## config.mk

```make
export PLATFORM = sky130hd
export DESIGN_NAME = mpb_host_seq
export DESIGN_NICKNAME = d
export VERILOG_FILES = /design/src/rtl/mpb_pkg.sv /design/src/rtl/mpb_timer.sv /design/src/rtl/mpb_lanes.sv /design/src/rtl/mpb_host_seq.sv
export SDC_FILE = /design/constraint.sdc
export NUM_CORES = 1
export LEC_CHECK = 0
export ABC_AREA = 0
export BUFFER_PORTS_ARGS = -buffer_cell sky130_fd_sc_hd__clkbuf_2
export CORE_MARGIN = 10
export CORE_UTILIZATION = 50
export CTS_BUF_LIST = sky130_fd_sc_hd__clkbuf_4
export DETAILED_ROUTE_END_ITERATION = 8
export PLACE_DENSITY = 0.8
export SETUP_SLACK_MARGIN = 0.2
export SYNTH_ARGS = -nofsm -noshare
export SYNTH_HDL_FRONTEND = slang
export SYNTH_SLANG_ARGS = --single-unit
export TNS_END_PERCENT = 1
```

## constraint.sdc

```tcl
create_clock -name clk -period 3.3 [get_ports clk]
set_clock_uncertainty 0.15 [all_clocks]
set_input_delay 0.165 -clock clk [delete_from_list [all_inputs] [get_ports clk]]
set_output_delay 0.165 -clock clk [all_outputs]
set_load 0.05 [all_outputs]
```

## src/rtl/mpb_pkg.sv

```systemverilog
// Shared types for the multiplexed parallel bus host sequencer.
package mpb_pkg;
    // Sequencer phases, in bus order.
    typedef enum logic [2:0] {
        ST_IDLE,   // waiting for a request
        ST_SETUP,  // chip select up, address on the lanes
        ST_ALH,    // address latch high
        ST_ALL,    // address latch low, address held
        ST_DIR,    // read/write select set, lanes turned around
        ST_ENA,    // enable high
        ST_REC     // enable low, lanes released, done
    } seq_state_t;

    // What the host puts on the shared lanes.
    typedef enum logic [1:0] {
        LANE_OFF,
        LANE_ADDR,
        LANE_WDATA
    } lane_sel_t;
endpackage

```

## src/rtl/mpb_timer.sv

```systemverilog
// Down counter for phase lengths.
// A load presets the count. The count then falls by one each clock down to
// zero, and expired is high while it reads zero.
// Assumes the loaded value is the phase length minus one.
module mpb_timer #(
    parameter int CW = 4
) (
    input  logic          clk,
    input  logic          rst_n,
    input  logic          load,
    input  logic [CW-1:0] load_val,
    output logic          expired
);
    logic [CW-1:0] cnt_q;

    // Load or count down.
    always_ff @(posedge clk) begin
        if (!rst_n)
            cnt_q <= '0;
        else if (load)
            cnt_q <= load_val;
        else if (cnt_q != '0)
            cnt_q <= cnt_q - 1'b1;
    end

    assign expired = (cnt_q == '0);
endmodule

```

## src/rtl/mpb_lanes.sv

```systemverilog
// Lane driver select for the shared address/data byte lanes.
// Puts the low address byte, the write data or nothing on the lanes.
// Assumes the external tri-state buffer follows ad_oe.
module mpb_lanes
    import mpb_pkg::*;
#(
    parameter int DW = 8
) (
    input  lane_sel_t       sel,
    input  logic [DW-1:0]   addr_lo,
    input  logic [DW-1:0]   wdata,
    output logic [DW-1:0]   ad_out,
    output logic            ad_oe
);
    // Pick the lane source and the drive enable.
    always_comb begin
        ad_out = '0;
        ad_oe  = 1'b0;
        case (sel)
            LANE_ADDR:  begin ad_out = addr_lo; ad_oe = 1'b1; end
            LANE_WDATA: begin ad_out = wdata;   ad_oe = 1'b1; end
            default:    begin ad_out = '0;      ad_oe = 1'b0; end
        endcase
    end
endmodule

```

## src/rtl/mpb_host_seq.sv

```systemverilog
// Host sequencer for the multiplexed parallel bus.
// Takes one request at a time. It runs the chip select, address latch,
// read/write select and enable strobes in order, and turns the shared lanes
// around between phases. It returns read data with a one-clock done pulse.
// Assumes the device holds its latched address between accesses, so a
// repeat access can skip the latch phase.
module mpb_host_seq
    import mpb_pkg::*;
#(
    parameter int AW      = 15,
    parameter int DW      = 8,
    parameter int AL_CLKS = 2,
    parameter int EN_CLKS = 2,
    parameter int RD_WAIT = 3
) (
    input  logic             clk,
    input  logic             rst_n,
    input  logic             req_valid,
    output logic             req_ready,
    input  logic             req_write,
    input  logic             req_repeat,
    input  logic [AW-1:0]    req_addr,
    input  logic [DW-1:0]    req_wdata,
    output logic             done,
    output logic [DW-1:0]    rd_data,
    output logic             bus_cs,
    output logic             bus_al,
    output logic             bus_rw,
    output logic             bus_en,
    output logic [AW-DW-1:0] bus_addr_hi,
    output logic [DW-1:0]    bus_ad_out,
    output logic             bus_ad_oe,
    input  logic [DW-1:0]    bus_ad_in
);
    localparam int M1   = (AL_CLKS > EN_CLKS) ? AL_CLKS : EN_CLKS;
    localparam int MAXC = (M1 > RD_WAIT) ? M1 : RD_WAIT;
    localparam int CW   = $clog2(MAXC + 1);

    seq_state_t    state_q, state_d;
    logic [AW-1:0] addr_q;
    logic [DW-1:0] wdata_q;
    logic [DW-1:0] rd_q;
    logic          wr_q;
    logic          cs_q;
    logic          have_addr_q;
    logic          t_load;
    logic [CW-1:0] t_val;
    logic          t_exp;
    lane_sel_t     lane_sel;
    logic          accept;
    logic          short_path;

    assign accept     = (state_q == ST_IDLE) && req_valid;
    assign short_path = req_repeat && have_addr_q;

    // Phase length timer.
    mpb_timer #(.CW(CW)) u_timer (
        .clk      (clk),
        .rst_n    (rst_n),
        .load     (t_load),
        .load_val (t_val),
        .expired  (t_exp)
    );

    // Preset the timer on entry to the address latch and enable phases.
    always_comb begin
        t_load = 1'b0;
        t_val  = '0;
        if (state_q == ST_SETUP) begin
            t_load = 1'b1;
            t_val  = CW'(AL_CLKS - 1);
        end else if (state_q == ST_DIR) begin
            t_load = 1'b1;
            t_val  = wr_q ? CW'(EN_CLKS - 1) : CW'(RD_WAIT - 1);
        end
    end

    // Next phase.
    always_comb begin
        state_d = state_q;
        case (state_q)
            ST_IDLE:  if (req_valid) state_d = short_path ? ST_DIR : ST_SETUP;
            ST_SETUP: state_d = ST_ALH;
            ST_ALH:   if (t_exp) state_d = ST_ALL;
            ST_ALL:   state_d = ST_DIR;
            ST_DIR:   state_d = ST_ENA;
            ST_ENA:   if (t_exp) state_d = ST_REC;
            ST_REC:   state_d = ST_IDLE;
            default:  state_d = ST_IDLE;
        endcase
    end

    // Phase register.
    always_ff @(posedge clk) begin
        if (!rst_n) state_q <= ST_IDLE;
        else        state_q <= state_d;
    end

    // Request capture, chip select hold and read data capture.
    always_ff @(posedge clk) begin
        if (!rst_n) begin
            addr_q      <= '0;
            wdata_q     <= '0;
            wr_q        <= 1'b0;
            cs_q        <= 1'b0;
            have_addr_q <= 1'b0;
            rd_q        <= '0;
        end else begin
            if (accept) begin
                wr_q    <= req_write;
                wdata_q <= req_wdata;
                cs_q    <= 1'b1;
                if (!short_path) addr_q <= req_addr;
            end else if (state_q == ST_IDLE) begin
                cs_q <= 1'b0;
            end
            if (state_q == ST_REC) begin
                cs_q        <= req_valid;
                have_addr_q <= 1'b1;
            end
            if (state_q == ST_ENA && t_exp && !wr_q)
                rd_q <= bus_ad_in;
        end
    end

    // Lane source per phase.
    always_comb begin
        case (state_q)
            ST_SETUP, ST_ALH, ST_ALL: lane_sel = LANE_ADDR;
            ST_DIR, ST_ENA:           lane_sel = wr_q ? LANE_WDATA : LANE_OFF;
            default:                  lane_sel = LANE_OFF;
        endcase
    end

    // Lane driver.
    mpb_lanes #(.DW(DW)) u_lanes (
        .sel     (lane_sel),
        .addr_lo (addr_q[DW-1:0]),
        .wdata   (wdata_q),
        .ad_out  (bus_ad_out),
        .ad_oe   (bus_ad_oe)
    );

    assign bus_cs      = cs_q;
    assign bus_al      = (state_q == ST_ALH);
    assign bus_en      = (state_q == ST_ENA);
    assign bus_rw      = !(((state_q == ST_DIR) || (state_q == ST_ENA)) && wr_q);
    assign bus_addr_hi = addr_q[AW-1:DW];
    assign req_ready   = (state_q == ST_IDLE);
    assign done        = (state_q == ST_REC);
    assign rd_data     = rd_q;
endmodule

```

Word-level counts from Yosys, hierarchy flattened
Index checks and enable logic that the tools add are counted.

Add/sub/neg operators: 1. Equal/unequal tests: 11. Muxes and demuxes: 19. Bitwise logic cells: 1. Reductions and logical operators: 18.

Operator list (number): case mux 3 bit (6 select lines) (1); case mux 8 bit (2 select lines) (1); 2-to-1 mux 2 bit (6); 2-to-1 mux 3 bit (4); == test 3 bit (second input constant) (3); == test 3 x 2 -> 1 bit (second input constant) (2); 2-to-1 mux 1 bit (6); logical AND 1 bit (5); inequality test 2 x 1 -> 1 bit (second input constant) (2); case mux 2 bit (2 select lines) (1); nonzero test 2 bit (2); OR reduction 2 bit (2); == test 3 x 1 -> 1 bit (second input constant) (1); logical NOT 3 bit (1); AND reduction 3 bit (1); nonzero test 3 bit (1); OR reduction 3 bit (1); == test 2 x 1 -> 1 bit (second input constant) (1); == test 2 bit (second input constant) (1); logical NOT 1 bit (2); logical NOT 2 bit (1); inequality test 2 bit (second input constant) (1); AND reduction 2 bit (1); subtractor 2 x 1 -> 2 bit (second input constant) (1); other kinds (2) (2).

Bits in registers: 39.

Logic depth before layout (Yosys ltp)
Depth after elaboration: 6. Gate-level depth with buffers: 8. Mapped depth without buffers: 6.

Modules after synthesis
A second synthesis with hierarchy kept.

Cells, all modules: 233. Area, all modules: 2024.4 um^2.

By module, submodules not included: mpb_host_seq (times used 1, cells each 196, area an instance 1706.6 um^2, sequential area each 740.7 um^2); mpb_lanes (times used 1, cells each 24, area an instance 193.9 um^2, sequential area each 0.0 um^2); mpb_timer (times used 1, cells each 13, area an instance 123.9 um^2, sequential area each 40.0 um^2).

Least setup slack after synthesis
No wires, ideal clock.

Kind: register to output. Start: reg state_q[2]. End: out bus_ad_out[0]. Arrival time: 2.479 ns. Data required time: 2.985 ns. Slack: 0.506 ns. Cell stages (with the launch flop): 9. Buffers on the path: 2. Cells stage by stage: dfxtp_1 > clkbuf_1 > nor2b_1 > nand2_1 > inv_1 > ha_1 > clkbuf_1 > a22oi_1 > nor2_1.

Cells in the longest elaborated chain, start to end: 5.

Ends and longest elaborated chain: start: declaration (RTL line mpb_host_seq.sv:39) `seq_state_t state_q, state_d;`; start signal: assignment (RTL line mpb_host_seq.sv:96) `else state_q <= state_d;`; == test 3 x 2 -> 1 bit (tied with other cells) (RTL line mpb_host_seq.sv:128) `case (state_q)`; OR reduction 3 bit or OR reduction 2 bit (tied branches) (RTL line mpb_host_seq.sv:128); case mux 2 bit (2 select lines) * (RTL line mpb_host_seq.sv:128); == test 2 bit or == test 2 x 1 -> 1 bit (tied branches) (RTL line mpb_lanes.sv:19) `case (sel)`; case mux 8 bit (2 select lines) * (RTL line mpb_lanes.sv:19); end: declaration (RTL line mpb_host_seq.sv:31) `output logic [DW-1:0] bus_ad_out,`.

Every way passes the cells marked *; elsewhere a longest branch is shown, timed or not.

Worst setup path after layout
Start: reg state_q[2]. End: out bus_ad_out[6].

Same word-level chain as after synthesis.

==> flow_metrics.env <==
export IMPL_yosysTopAreaCell="dfxtp_1"
export IMPL_io_buffers=65
export IMPL_syn_nets=268
export IMPL_wl_per_cell_um=13.4
export IMPL_hp_class="in2reg"
export IMPL_die_h_um=82.1
export IMPL_firstDrtPassIters=4
export IMPL_finalNetCount=350
export IMPL_rows=22
export IMPL_postCtsHoldBufs=33
export IMPL_p_leak_nw=1.14
export IMPL_dpl_instance_area_um2=2170
export IMPL_slew_viol_final=0
export IMPL_grt_usage_pct=15.2
export IMPL_finalSetupTns_ns=0
export IMPL_die_x_um=82.1
export IMPL_cts_tree="built"
export IMPL_status="finished clean"
export IMPL_cp_arrival_ns=2.35
export IMPL_fin_area_um2=2550
export IMPL_r2r_cells=3
export IMPL_ys_seq_area_share_pct=40.5
export IMPL_required_ns=2.98
export IMPL_worstPathMaxFanout=12
export IMPL_highest_layer="met4"
export IMPL_path_class="reg2out"
export IMPL_ys_ff_latch=39
export IMPL_cts_root_buf="clkbuf_4"
export IMPL_final_common_cell="nand2_1"
export IMPL_setup_violations=0
export IMPL_clk_latency_ns=0.35
export IMPL_die_area_um2=6740
export IMPL_drt_total_wl_mm=4.82
export IMPL_drc=0
export IMPL_initial_core_util_pct=52.2
export IMPL_post_cts_resized=0
export IMPL_gp_congestion=0.799
export IMPL_maxCapViolCount=0
export IMPL_syn_instance_count=229
export IMPL_finalCriticalPeriod_ns=2.67
export IMPL_tightest_slew_ns=1.13
export IMPL_syn_area_um2=1930
export IMPL_htreeDepth=2
export IMPL_critical_path_startpoint_type="register"
export IMPL_grt_pass1_wl_mm=8.20
export IMPL_hpwl_mm=3.14
export IMPL_vias=1757
export IMPL_irDropWorstVdd_v=0.000317
export IMPL_met2_length_mm=2.29
export IMPL_postCtsSetupRepairBufs=0
export IMPL_ios=66
export IMPL_drt_antenna_violating_nets=0
export IMPL_antenna_found_initial=0
export IMPL_numCtsBuffers=5
export IMPL_mostFrequentLayoutCells="nand2_1 (71), clkbuf_2 (65), dfxtp_1 (39)"
export IMPL_total_power_w=0.00161
export IMPL_rsz0062_at_grt="no"
export IMPL_grt_pass1_vias=1776
export IMPL_area_growth_pct=32.5
export IMPL_drt_iter0_markers=113
export IMPL_hold_violations=0
export IMPL_max_freq_mhz=375
export IMPL_fillCellCount=315
export IMPL_grt_max_degree=65
export IMPL_overflow=0
export IMPL_core_um2=3690
export IMPL_cts_sinks=39
export IMPL_met3_length_um=466
export IMPL_met1_length_mm=2.02
export IMPL_clockBufferDepth=2
export IMPL_diodes=0
export IMPL_finalCritPeriodShare_pct=80.9
export IMPL_pwr_density_cell_nw_per_um2=632
export IMPL_path_clk_slew_ns=0.11
export IMPL_slew_headroom_pct=24.6
export IMPL_ys_warn_count=0
export IMPL_yosys_top_cells_area="dfxtp_1 (41%), nand2_1 (14%), mux2i_1 (12%)"
export IMPL_viasPerCell=4.88
export IMPL_synth_top_area_share_pct=40.5
export IMPL_avgSynthCellArea_um2=8.41
export IMPL_critPathCaptureType="output port"
export IMPL_whs_path_depth=3
export IMPL_yosysUniqueCellTypes=37
export IMPL_drive_above_1_share_pct=25.0
-- worst max-delay path, stage by stage (launching register included) --
cell,delay [ns]
dfxtp_1,0.58
nor2b_1,0.36
nand2_1,0.13
inv_1,0.07
ha_1,0.31
a22oi_1,0.15
nor2_1,0.11
clkbuf_2,0.29
-- sequential cells by signal, summed over array words and instances (netlist names) --
name and cells:
state_q 3, have_addr_q 1, addr_q 15, bus_cs 1, wdata_q 8, u_timer.cnt_q 2, rd_data 8, wr_q 1
-- area by class of cell --
class / count / area [µm²] / share of cell area (%)
clock inverters: 3 / 15.0 / 0.588
flip-flops and latches: 39 / 781 / 30.6
inverters: 6 / 22.5 / 0.882
clock buffers: 5 / 37.5 / 1.47
well taps: 48 / 60.1 / 2.35
multi-input cells: 160 / 975 / 38.2
repair buffers: 99 / 663 / 26.0
-- cells in the mapped netlist --
| master | instances |
|---|---|
| a31oi_1 | 1 |
| o211ai_1 | 1 |
| a21oi_1 | 1 |
| nor4_1 | 1 |
| o22ai_1 | 1 |
| o21a_1 | 2 |
| xor2_1 | 1 |
| inv_1 | 6 |
| nor3_1 | 4 |
| a22oi_1 | 8 |
| buf_12 | 1 |
| nor4_2 | 1 |
| xnor2_1 | 2 |
| nor2b_1 | 3 |
| o21ai_0 | 3 |
| o211a_1 | 1 |
| nand2_1 | 71 |
| nand3_1 | 1 |
| nor2_1 | 9 |
| mux2i_1 | 24 |
| nand2b_1 | 2 |
| or4b_4 | 1 |
| buf_1 | 1 |
| buf_4 | 7 |
| a211oi_1 | 1 |
| buf_6 | 2 |
| a21boi_0 | 10 |
| and2_1 | 3 |
| dfxtp_1 | 39 |
| buf_2 | 1 |
| a21oi_4 | 1 |
| ha_1 | 3 |
| nor4b_2 | 1 |
| clkbuf_1 | 12 |
| and3_1 | 1 |
| nor3b_1 | 1 |
| o311a_1 | 1 |
-- metal layers --
metal  GRT usage (%)  vias up
met1            17.3      795
met2            24.2       44
met5               0        -
li1                -      913
met4            4.76        0
met3            7.97        5
-- path summary, 6_finish.rpt --
check | from | end | slack (ns)
max reg2reg | state_q[1] | addr_q[5] | 1.11
min | req_repeat | state_q[2] | 0.07
min reg2reg | rd_data[4] | rd_data[4] | 0.32
max | state_q[2] | bus_ad_out[6] | 0.63
-- kinds of logic (layout without fill, tap and decap cells) --
group                      after synthesis  after routing  synth area share, %
muxes                                   24             24                 12.5
buffers and inverters                   30            113                 8.90
AOI/OAI and AO/OA                       31             31                 12.1
xor gates and xnor gates                 3              3                 1.36
adders and majority gates                3              3                 1.95
and+or+nand+nor                         99             99                 22.7
DFF                                     39             39                 40.5
-- stage by stage --
step	cells	hold WS (ns)	util, %	setup slack [ns]
floorplan	229	0.157	-	0.506
global placement	319	0.244	58.9	1.07
detailed placement	319	0.250	58.9	1.04
CTS	360	0.0543	69.2	0.637
global route	360	0.0783	69.2	0.398
finish	360	0.0692	69.2	0.631
-- report_power, final --
group / switching, W / internal [W]
Clock: 0.000158 / 0.0000794
Sequential: 0.0000923 / 0.000561
Combinational: 0.000461 / 0.000262
Total: 0.000711 / 0.000902
Note: power is estimated with default switching activity, not from simulation.
